### config.mk
export PLATFORM = sky130hd
export DESIGN_NAME = mhf_rx_filter
export DESIGN_NICKNAME = d
export VERILOG_FILES = /design/src/rtl/mhf_pkg.sv /design/src/rtl/mhf_crc_acc.sv /design/src/rtl/mhf_cfg_regs.sv /design/src/rtl/mhf_match.sv /design/src/rtl/mhf_rx_filter.sv
export SDC_FILE = /design/constraint.sdc
export NUM_CORES = 1
export LEC_CHECK = 0
export CORE_MARGIN = 2
export CORE_UTILIZATION = 40
export CTS_BUF_LIST = sky130_fd_sc_hd__clkbuf_8
export CTS_CLUSTER_DIAMETER = 80
export DETAILED_ROUTE_END_ITERATION = 7
export RECOVER_POWER = 50
export SKIP_CTS_REPAIR_TIMING = 1
export SLEW_MARGIN = 10
export SYNTH_ARGS = -nofsm -noshare
export SYNTH_HDL_FRONTEND = slang
export SYNTH_SLANG_ARGS = --single-unit
### constraint.sdc
create_clock -name clk -period 3.03 [get_ports clk]
set_input_delay 0.303 -clock clk [delete_from_list [all_inputs] [get_ports clk]]
set_output_delay 0.303 -clock clk [all_outputs]
set_load 0.01 [all_outputs]
### src/rtl/mhf_pkg.sv
package mhf_pkg;
  localparam int unsigned ADDR_BYTES = 6;
  localparam int unsigned CRC_W      = 32;
  localparam logic [CRC_W-1:0] CRC_POLY = 32'hEDB88320;
  localparam int unsigned HASH_LSB   = 23;

  typedef struct packed {
    logic promisc;
    logic hash_en;
  } mode_t;

  // one byte of a reflected CRC, least significant data bit first
  function automatic logic [CRC_W-1:0] crc_step(input logic [CRC_W-1:0] c_in,
                                                input logic [7:0] d);
    logic [CRC_W-1:0] c;
    logic             fb;
    c = c_in;
    for (int i = 0; i < 8; i++) begin
      fb = c[0] ^ d[i];
      c  = {1'b0, c[CRC_W-1:1]} ^ (fb ? CRC_POLY : '0);
    end
    return c;
  endfunction
endpackage

### src/rtl/mhf_crc_acc.sv
module mhf_crc_acc
  import mhf_pkg::*;
(
  input  logic             clk,
  input  logic             rst_n,
  input  logic             restart,
  input  logic             step,
  input  logic [7:0]       din,
  output logic [CRC_W-1:0] crc_o
);
  logic [CRC_W-1:0] crc_q, crc_d, base_w;

  always_comb begin
    base_w = restart ? '1 : crc_q;
    crc_d  = crc_q;
    if (step) crc_d = crc_step(base_w, din);
  end

  always_ff @(posedge clk or negedge rst_n) begin
    if (!rst_n) crc_q <= '1;
    else        crc_q <= crc_d;
  end

  assign crc_o = crc_q;
endmodule

### src/rtl/mhf_cfg_regs.sv
module mhf_cfg_regs
  import mhf_pkg::*;
#(
  parameter int unsigned NUM_SLOTS = 2,
  parameter int unsigned WORD_W    = 16,
  parameter int unsigned BIN_BITS  = 6,
  parameter int unsigned AW        = 4
) (
  input  logic                                      clk,
  input  logic                                      rst_n,
  input  logic                                      we,
  input  logic [AW-1:0]                             addr,
  input  logic [WORD_W-1:0]                         wdata,
  output logic [(1<<BIN_BITS)-1:0]                  table_o,
  output mode_t                                     mode_o,
  output logic [NUM_SLOTS-1:0]                      slot_en_o,
  output logic [NUM_SLOTS-1:0][8*ADDR_BYTES-1:0]    slot_addr_o
);
  localparam int unsigned NBINS      = 1 << BIN_BITS;
  localparam int unsigned NWORDS     = NBINS / WORD_W;
  localparam int unsigned SLOT_WORDS = (8 * ADDR_BYTES) / WORD_W;
  localparam int unsigned CTL_W      = 2 + NUM_SLOTS;
  localparam int unsigned CTRL_ADDR  = 4;
  localparam int unsigned SLOT_BASE  = 8;

  logic [NWORDS-1:0][WORD_W-1:0]                     tab_q, tab_d;
  logic [CTL_W-1:0]                                  ctl_q, ctl_d;
  logic [NUM_SLOTS-1:0][SLOT_WORDS-1:0][WORD_W-1:0]  slot_q, slot_d;

  always_comb begin
    tab_d  = tab_q;
    ctl_d  = ctl_q;
    slot_d = slot_q;
    if (we) begin
      for (int w = 0; w < NWORDS; w++)
        if (addr == AW'(w)) tab_d[w] = wdata;
      if (addr == AW'(CTRL_ADDR)) ctl_d = wdata[CTL_W-1:0];
      for (int s = 0; s < NUM_SLOTS; s++)
        for (int w = 0; w < SLOT_WORDS; w++)
          if (addr == AW'(SLOT_BASE + 4*s + w) && !ctl_q[2+s])
            slot_d[s][w] = wdata;
    end
  end

  always_ff @(posedge clk or negedge rst_n) begin
    if (!rst_n) begin
      tab_q  <= '0;
      ctl_q  <= '0;
      slot_q <= '0;
    end else begin
      tab_q  <= tab_d;
      ctl_q  <= ctl_d;
      slot_q <= slot_d;
    end
  end

  assign table_o        = tab_q;
  assign mode_o.promisc = ctl_q[0];
  assign mode_o.hash_en = ctl_q[1];
  assign slot_en_o      = ctl_q[CTL_W-1:2];

  for (genvar s = 0; s < NUM_SLOTS; s++) begin : g_slot_out
    assign slot_addr_o[s] = slot_q[s];
  end
endmodule

### src/rtl/mhf_match.sv
module mhf_match
  import mhf_pkg::*;
#(
  parameter int unsigned NUM_SLOTS = 2,
  parameter int unsigned BIN_BITS  = 6
) (
  input  logic [8*ADDR_BYTES-1:0]                 addr,
  input  logic [CRC_W-1:0]                        crc,
  input  logic [(1<<BIN_BITS)-1:0]                table_i,
  input  mode_t                                   mode,
  input  logic [NUM_SLOTS-1:0]                    slot_en,
  input  logic [NUM_SLOTS-1:0][8*ADDR_BYTES-1:0]  slot_addr,
  output logic                                    hit
);
  logic [CRC_W-1:0]    rev_w, fin_w;
  logic [BIN_BITS-1:0] idx_w;
  logic                hash_hit_w;
  logic [NUM_SLOTS-1:0] slot_hit_w;

  always_comb begin
    for (int i = 0; i < CRC_W; i++) rev_w[CRC_W-1-i] = crc[i];
    fin_w = {rev_w[7:0], rev_w[15:8], rev_w[23:16], rev_w[31:24]};
  end

  assign idx_w      = fin_w[HASH_LSB +: BIN_BITS];
  assign hash_hit_w = mode.hash_en & addr[0] & table_i[idx_w];

  for (genvar s = 0; s < NUM_SLOTS; s++) begin : g_slot_cmp
    assign slot_hit_w[s] = slot_en[s] & (slot_addr[s] == addr);
  end

  assign hit = mode.promisc | hash_hit_w | (|slot_hit_w);
endmodule

### src/rtl/mhf_rx_filter.sv
module mhf_rx_filter
  import mhf_pkg::*;
#(
  parameter int unsigned NUM_SLOTS = 2,
  parameter int unsigned WORD_W    = 16,
  parameter int unsigned BIN_BITS  = 6,
  parameter int unsigned CFG_AW    = 4
) (
  input  logic              clk,
  input  logic              rst_n,
  input  logic              cfg_we,
  input  logic [CFG_AW-1:0] cfg_addr,
  input  logic [WORD_W-1:0] cfg_wdata,
  input  logic              sof,
  input  logic              byte_vld,
  input  logic [7:0]        byte_data,
  output logic              dec_vld,
  output logic              accept
);
  localparam int unsigned AW_BITS = 8 * ADDR_BYTES;
  localparam int unsigned CW      = $clog2(ADDR_BYTES + 1);
  localparam logic [CW-1:0] FULL  = CW'(ADDR_BYTES);
  localparam logic [CW-1:0] LAST  = CW'(ADDR_BYTES - 1);

  logic [CW-1:0]      cnt_q, cnt_d, pos_w;
  logic [AW_BITS-1:0] addr_q, addr_d;
  logic               last_q, last_d;
  logic               dec_q, dec_d, acc_q, acc_d;
  logic               start_w, take_w, hit_w;
  logic [CRC_W-1:0]   crc_w;

  logic [(1<<BIN_BITS)-1:0]              table_w;
  mode_t                                 mode_w;
  logic [NUM_SLOTS-1:0]                  slot_en_w;
  logic [NUM_SLOTS-1:0][AW_BITS-1:0]     slot_addr_w;
  logic                                  promisc_w, hash_en_w;

  assign start_w = sof & byte_vld;
  assign take_w  = byte_vld & (start_w | (cnt_q < FULL));
  assign pos_w   = start_w ? '0 : cnt_q;

  mhf_cfg_regs #(
    .NUM_SLOTS(NUM_SLOTS), .WORD_W(WORD_W), .BIN_BITS(BIN_BITS), .AW(CFG_AW)
  ) i_cfg (
    .clk(clk), .rst_n(rst_n), .we(cfg_we), .addr(cfg_addr), .wdata(cfg_wdata),
    .table_o(table_w), .mode_o(mode_w), .slot_en_o(slot_en_w),
    .slot_addr_o(slot_addr_w)
  );

  mhf_crc_acc i_crc (
    .clk(clk), .rst_n(rst_n), .restart(start_w), .step(take_w),
    .din(byte_data), .crc_o(crc_w)
  );

  mhf_match #(.NUM_SLOTS(NUM_SLOTS), .BIN_BITS(BIN_BITS)) i_match (
    .addr(addr_q), .crc(crc_w), .table_i(table_w), .mode(mode_w),
    .slot_en(slot_en_w), .slot_addr(slot_addr_w), .hit(hit_w)
  );

  assign promisc_w = mode_w.promisc;
  assign hash_en_w = mode_w.hash_en;

  always_comb begin
    cnt_d  = cnt_q;
    addr_d = addr_q;
    last_d = 1'b0;
    dec_d  = dec_q;
    acc_d  = acc_q;
    if (take_w) begin
      cnt_d  = pos_w + CW'(1);
      last_d = (pos_w == LAST);
      for (int b = 0; b < ADDR_BYTES; b++)
        if (pos_w == CW'(b)) addr_d[b*8 +: 8] = byte_data;
    end
    if (start_w) begin
      dec_d = 1'b0;
      acc_d = 1'b0;
    end else if (last_q) begin
      dec_d = 1'b1;
      acc_d = hit_w;
    end
  end

  always_ff @(posedge clk or negedge rst_n) begin
    if (!rst_n) begin
      cnt_q  <= FULL;
      addr_q <= '0;
      last_q <= 1'b0;
      dec_q  <= 1'b0;
      acc_q  <= 1'b0;
    end else begin
      cnt_q  <= cnt_d;
      addr_q <= addr_d;
      last_q <= last_d;
      dec_q  <= dec_d;
      acc_q  <= acc_d;
    end
  end

  assign dec_vld = dec_q;
  assign accept  = acc_q;
endmodule

### Word-level counts from Yosys, hierarchy flattened

Cells that the tools add are included.

| word-level totals | value |
|---|---|
| output and inout port bits | 2 |
| bits of input ports | 33 |
| flip-flop bits (word level) | 250 |

| operators by class | value |
|---|---|
| order comparisons | 2 |
| equality and inequality tests | 17 |
| bitwise gates (word level) | 25 |
| $add $sub $neg | 1 |
| reduce and logical (&&, ||, !) cells | 29 |
| mux-type cells | 17 |

Operators by type and width:

| cell | count |
|---|---|
| $mux W32 | 9 |
| $xor A31 B32 Y32 | 8 |
| $eq A48 B48 Y1 | 2 |
| $reduce_and A2 Y1 | 17 |
| $eq A4 B4 Y1 const B | 6 |
| $eq A4 B2 Y1 const B | 2 |
| $xor A1 B1 Y1 | 8 |
| $lt A6 B7 Y1 const B | 1 |
| $and A1 B1 Y1 | 6 |
| $bmux W1 S6 | 1 |
| $eq A3 B2 Y1 const B | 2 |
| $eq A3 B3 Y1 const B | 2 |
| $logic_and A1 B1 Y1 | 6 |
| $mux W1 | 6 |
| $eq A4 B1 Y1 const B | 1 |
| $eq A4 B3 Y1 const B | 1 |
| $logic_not A4 Y1 | 1 |
| $add A3 B1 Y3 const B | 1 |
| $eq A3 B1 Y1 const B | 1 |
| $logic_not A3 Y1 | 1 |
| $lt A3 B3 Y1 const B | 1 |
| $mux W3 | 1 |
| $or A1 B1 Y1 | 3 |
| $logic_not A1 Y1 | 2 |
| other kinds (2) | 2 |

### Longest topological paths before layout

| depth | value |
|---|---|
| word-level depth | 26 |
| gate-level depth with buffers | 9 |
| depth with buffers taken out | 8 |

### Modules after synthesis

From an unflattened synthesis, not the netlist that was laid out.

| unflattened totals | value |
|---|---|
| cells, all modules | 912 |
| area, all modules | 12,440.7 µm² |

Modules (own cells, without submodules):

| module | area an instance (µm²) | cells an instance | instances |
|---|---|---|---|
| mhf_cfg_regs | 6,238.5 | 373 | 1 |
| mhf_crc_acc | 2,296.0 | 214 | 1 |
| mhf_rx_filter | 2,204.6 | 140 | 1 |
| mhf_match | 1,701.6 | 185 | 1 |

### Worst setup path before layout

No wires, ideal clock.

| timing path | value |
|---|---|
| path kind | flip-flop to flip-flop |
| start point | register i_crc.crc_q[16] (netlist: i_crc.crc_o[16]) |
| end point | register acc_q (netlist: accept) |
| required time | 2.906 ns |
| arrival | 2.154 ns |
| cell stages (with the launch flop) | 10 |
| path slack | 0.752 ns |
| clock period less this slack | 2.278 ns |
| cell sequence | dfstp_2 -> buf_2 -> buf_4 -> mux4_2 -> a22oi_1 -> nand3_1 -> a211oi_1 -> a21oi_1 -> nand3_1 -> a21oi_1 |

| on the way | value |
|---|---|
| word-level cells in the longest chain between the ends | 7 |

RTL lines:

| item | line | text |
|---|---|---|
| start, declared | mhf_crc_acc.sv:11 | `logic [CRC_W-1:0] crc_q, crc_d, base_w;` |
| start signal, assigned | mhf_crc_acc.sv:21 | `else crc_q <= crc_d;` |
| $bmux W1 S6 | mhf_match.sv:26 | `assign hash_hit_w = mode.hash_en & addr[0] & table_i[idx_w];` |
| $mux W1 (not written as such) | mhf_match.sv:26 |  |
| $and A1 B1 Y1 | mhf_match.sv:26 |  |
| $or A1 B1 Y1 (2 in a row) | mhf_match.sv:32 | `assign hit = mode.promisc \| hash_hit_w \| (\|slot_hit_w);` |
| $mux W1 | mhf_rx_filter.sv:78 | `end else if (last_q) begin` |
| $mux W1 | mhf_rx_filter.sv:75 | `if (start_w) begin` |
| end signal, assigned | mhf_rx_filter.sv:90 | `acc_q <= 1'b0;` |
| end signal, assigned | mhf_rx_filter.sv:96 | `acc_q <= acc_d;` |
| end, declared | mhf_rx_filter.sv:28 | `logic dec_q, dec_d, acc_q, acc_d;` |

Every way passes these cells. The select of a mux whose other input is x is not followed.
A chain may end at the register's enable or synchronous reset.

### Final worst setup path

| timing path | value |
|---|---|
| start point | register addr_q[37] |
| end point | register acc_q (netlist: accept) |

| on the way | value |
|---|---|
| word-level cells in the longest chain between the ends | 6 |

RTL lines:

| item | line | text |
|---|---|---|
| start, declared | mhf_rx_filter.sv:26 | `logic [AW_BITS-1:0] addr_q, addr_d;` |
| start signal, assigned | mhf_rx_filter.sv:93 | `addr_q <= addr_d;` |
| $eq A48 B48 Y1 | mhf_match.sv:29 | `assign slot_hit_w[s] = slot_en[s] & (slot_addr[s] == addr);` |
| $and A1 B1 Y1 | mhf_match.sv:29 |  |
| $reduce_or A2 Y1 (*) | mhf_match.sv:32 |  |
| $or A1 B1 Y1 (*) | mhf_match.sv:32 |  |
| $mux W1 (*) | mhf_rx_filter.sv:78 |  |
| $mux W1 (*) | mhf_rx_filter.sv:75 |  |

Every way passes the cells marked *; elsewhere a longest branch is shown, timed or not. The select of a mux whose other input is x is not followed.

==> qor.csv <==
stage;metric;value;unit
hold_path;worst min path class;flip-flop to flip-flop;
status;status;complete, but fails checks;
layout;fin area;0.01389;mm2
clock_tree;H-tree levels;2;
critical_path;Crit Path Max Fanout;3;
power_and_ir_drop;VDD IR max;0.3553;mV
synthesis;synthesis-stage register bit count;250;
floorplan;total die area;0.03173;mm2
layout;Ant. Diodes;0;
status;failing checks;max-capacitance violations, max-slew violations;
synthesis;most used flip-flop cell after synthesis;dfrtp_1;
place;placement-stage cell area;0.01306;mm2
sta;Tightest Pin Transition;1973;ps
synthesis;count leader, synth;dfrtp_1;
layout;Area growth, synth to finish;14.54;%
drt;routed via count;7387;
critical_path;CP Capture Type;flip-flop;
global_routing;vias in the first global route;7704;
critical_path;startpoint types;flip-flop;
sta;min cycle time layout;2509;ps
layout;final layout net count;1050;
synthesis;Post-Syn Nets;987;
synthesis;largest cells by area after synthesis;dfrtp_1 (45%), mux2_2 (19%), dfstp_2 (7.4%);
place;Port-buffer cells;34;
clock_tree;worst skew pair latency;560;ps
floorplan;Die Span Y;178.1;um
critical_path;CP Data Arrival Time;2990;ps
synthesis;Synth Cell Area;0.01213;mm2
drt;DRT antenna net count;0;
global_routing;largest net degree at the start of global routing;74;
sta;hold slack;464.0;ps
sta;Final Hold Vio Count;0;
synthesis;Seq/Total Area, Yosys;51.93;%
drt;DR iter-0 viols;353;
critical_path;critical path required time;3510;ps
sta;final worst-path cycle share;82.79;%
hold_path;Worst Min Path Start;i_crc.crc_o[18];
drt;Via density;5.155;
layout;final non-filler cell total;1433;
power_and_ir_drop;PD cells;1002;mW/mm2
synthesis;Post-synth EDFFs;0;
synthesis;cells after synthesis;949;
critical_path;crit path kind;flip-flop to flip-flop;
synthesis;FFs w/ async S/R, synth;100.0;%
sta;final setup vio count;0;
global_routing;overall global routing resource usage;19.81;%
sta;setup TNS;0;ps
global_routing;grt ovf;0;
sta;Slew HR;-31.50;%
sta;Slew Limit Fails;71;
clock_tree;CTS clk-pin slew, worst paths;60;ps
floorplan;Core ar.;0.02972;mm2
synthesis;area fraction of the dominant cell type after synthesis;44.56;%
layout;share of post-route cells with drive strength above 1;35.09;%
drt;# DRC;0;
floorplan;Ports;35;
floorplan;chip width;178.1;um
sta;max frequency;398.6;MHz
clock_tree;clock buffer depth;3;
global_routing;initial antenna violation count;0;
critical_path;first element of the critical path;addr_q[37];
floorplan;Initial Util;40.82;%
drt;final WL;30260;um
job;Max Cap Viol;1;
synthesis;Synth cell types;45;
clock_tree;root buffer cell;clkbuf_8;
synthesis;Yosys warnings;0;
place;hpwl dp;20750;um
sta;RSZ-0062 raised after global routing;false;
clock_tree;total CTS buffers;44;
synthesis;syn avg cell area;12.78;um2
place;global placement routability congestion;0.8044;
clock_tree;clock sink total;250;
power_and_ir_drop;Leakage;5.952;nW
place;dpl cells;1355;
sta;skew final;35.47;ps
clock_tree;CTS tree;built;
drt;wire per inst;21.11;um
floorplan;Row Count;63;
layout;final core occ;46.75;%
synthesis;most frequent cells after synthesis;dfrtp_1 (216), mux2_2 (202), xnor2_1 (99), nand2_1 (80), xor2_1 (68);
critical_path;reg2reg start;addr_q[37];
synthesis;Synth area leader;dfrtp_1;
global_routing;first-pass GRT wire length;46690;um
drt;Pre-antenna DRT Iters;5;
[cell families after synthesis]
family / count (synthesis) / share of synthesized area [%]
AO/OA/AOI/OAI: 53 / 2.507
XOR/XNOR: 179 / 13.95
adder cells (fa/ha/maj): 5 / 0.5158
buffers and inverters: 66 / 2.331
flip-flops: 250 / 51.93
multiplexers: 223 / 22.24
AND/OR/NAND/NOR: 173 / 6.530
[per-stage QoR]
step | setup WS, ps | total power [mW]
after floorplan | 751.7 | 9.572
after global routing | 511.8 | 14.82
after CTS | 545.3 | 14.10
final | 521.5 | 13.92
after detailed placement | 439.9 | 11.10
after global placement | 488.3 | 11.03
[where the power goes]
part | switching [mW] | internal, mW | total (mW)
clock | 1.37 | 1.55 | 2.92
sequential | 1.07 | 4.63 | 5.70
combinational | 2.47 | 2.83 | 5.30
total | 4.91 | 9.01 | 13.9
[path summary, 6_finish.rpt]
| kind | endpoint | slack [ps] | depth (start not counted) |
|---|---|---|---|
| max | accept | 520 | 6 |
| min | i_crc.crc_o[18] | 460 | 2 |
| max reg2reg | accept | 520 | 6 |
| min reg2reg | i_crc.crc_o[18] | 460 | 2 |
| max in group asynchronous | i_cfg.slot_addr_o[73] | 990 | 3 |
| min in group asynchronous | i_cfg.slot_addr_o[16] | 880 | 2 |
[registers in the layout, indices dropped and copies added, names as in the netlist]
signal and flops:
cnt_q 3, i_cfg.ctl_q 4, accept 1, i_crc.crc_o 32, i_cfg.slot_addr_o 96, addr_q 48, last_q 1, dec_vld 1
i_cfg.table_o 64
[cells in the final DEF, fill, tap and decap left out, types with 2 or more instances in the layout]
cell	Yosys	final
nor4_1	14	14
o22ai_1	2	2
clkbuf_8	0	52
buf_4	3	34
xnor2_1	99	99
clkdlybuf4s50_1	0	33
dfrtp_1	216	216
nand3_1	9	9
nand4_1	13	13
dfstp_2	34	34
ha_1	5	5
xor2_1	68	68
o21ai_0	31	31
mux2i_1	4	4
and2_1	3	2
mux4_2	17	17
buf_12	0	4
inv_1	9	30
xnor2_2	9	9
a22oi_1	2	2
o21ai_1	5	5
nand2_1	80	79
nand4b_1	2	2
clkinvlp_4	0	2
xnor2_4	3	3
nor2_1	37	37
a21oi_1	6	6
nor3_1	3	3
nor2b_1	5	4
mux2_2	202	202
[routing by layer]
metal	GRT usage, %	vias up	part of all wire [%]
met5	0	-	0
met4	6.762	0	3.1
met3	2.856	61	4.0
met2	31.77	125	47
met1	27.57	3817	46
li1	-	3384	-
[final cells by class]
class	instances	area, um2
Clock buffer	52	715.7
Clock inverter	25	115.1
Fill cell	2704	15820
Inverter	10	37.54
Multi-Input combinational cell	633	5558
Sequential cell	250	6299
Tap cell	390	488.0
Timing Repair Buffer	73	680.7
[critical path, cell delays in order, from the launching register on]
cell	delay, ps
dfrtp_1	440
xnor2_1	380
o21ai_0	170
or4_1	530
nor4_1	540
a21oi_1	220
a21oi_1	160
Power figures use the tool's default switching activity.
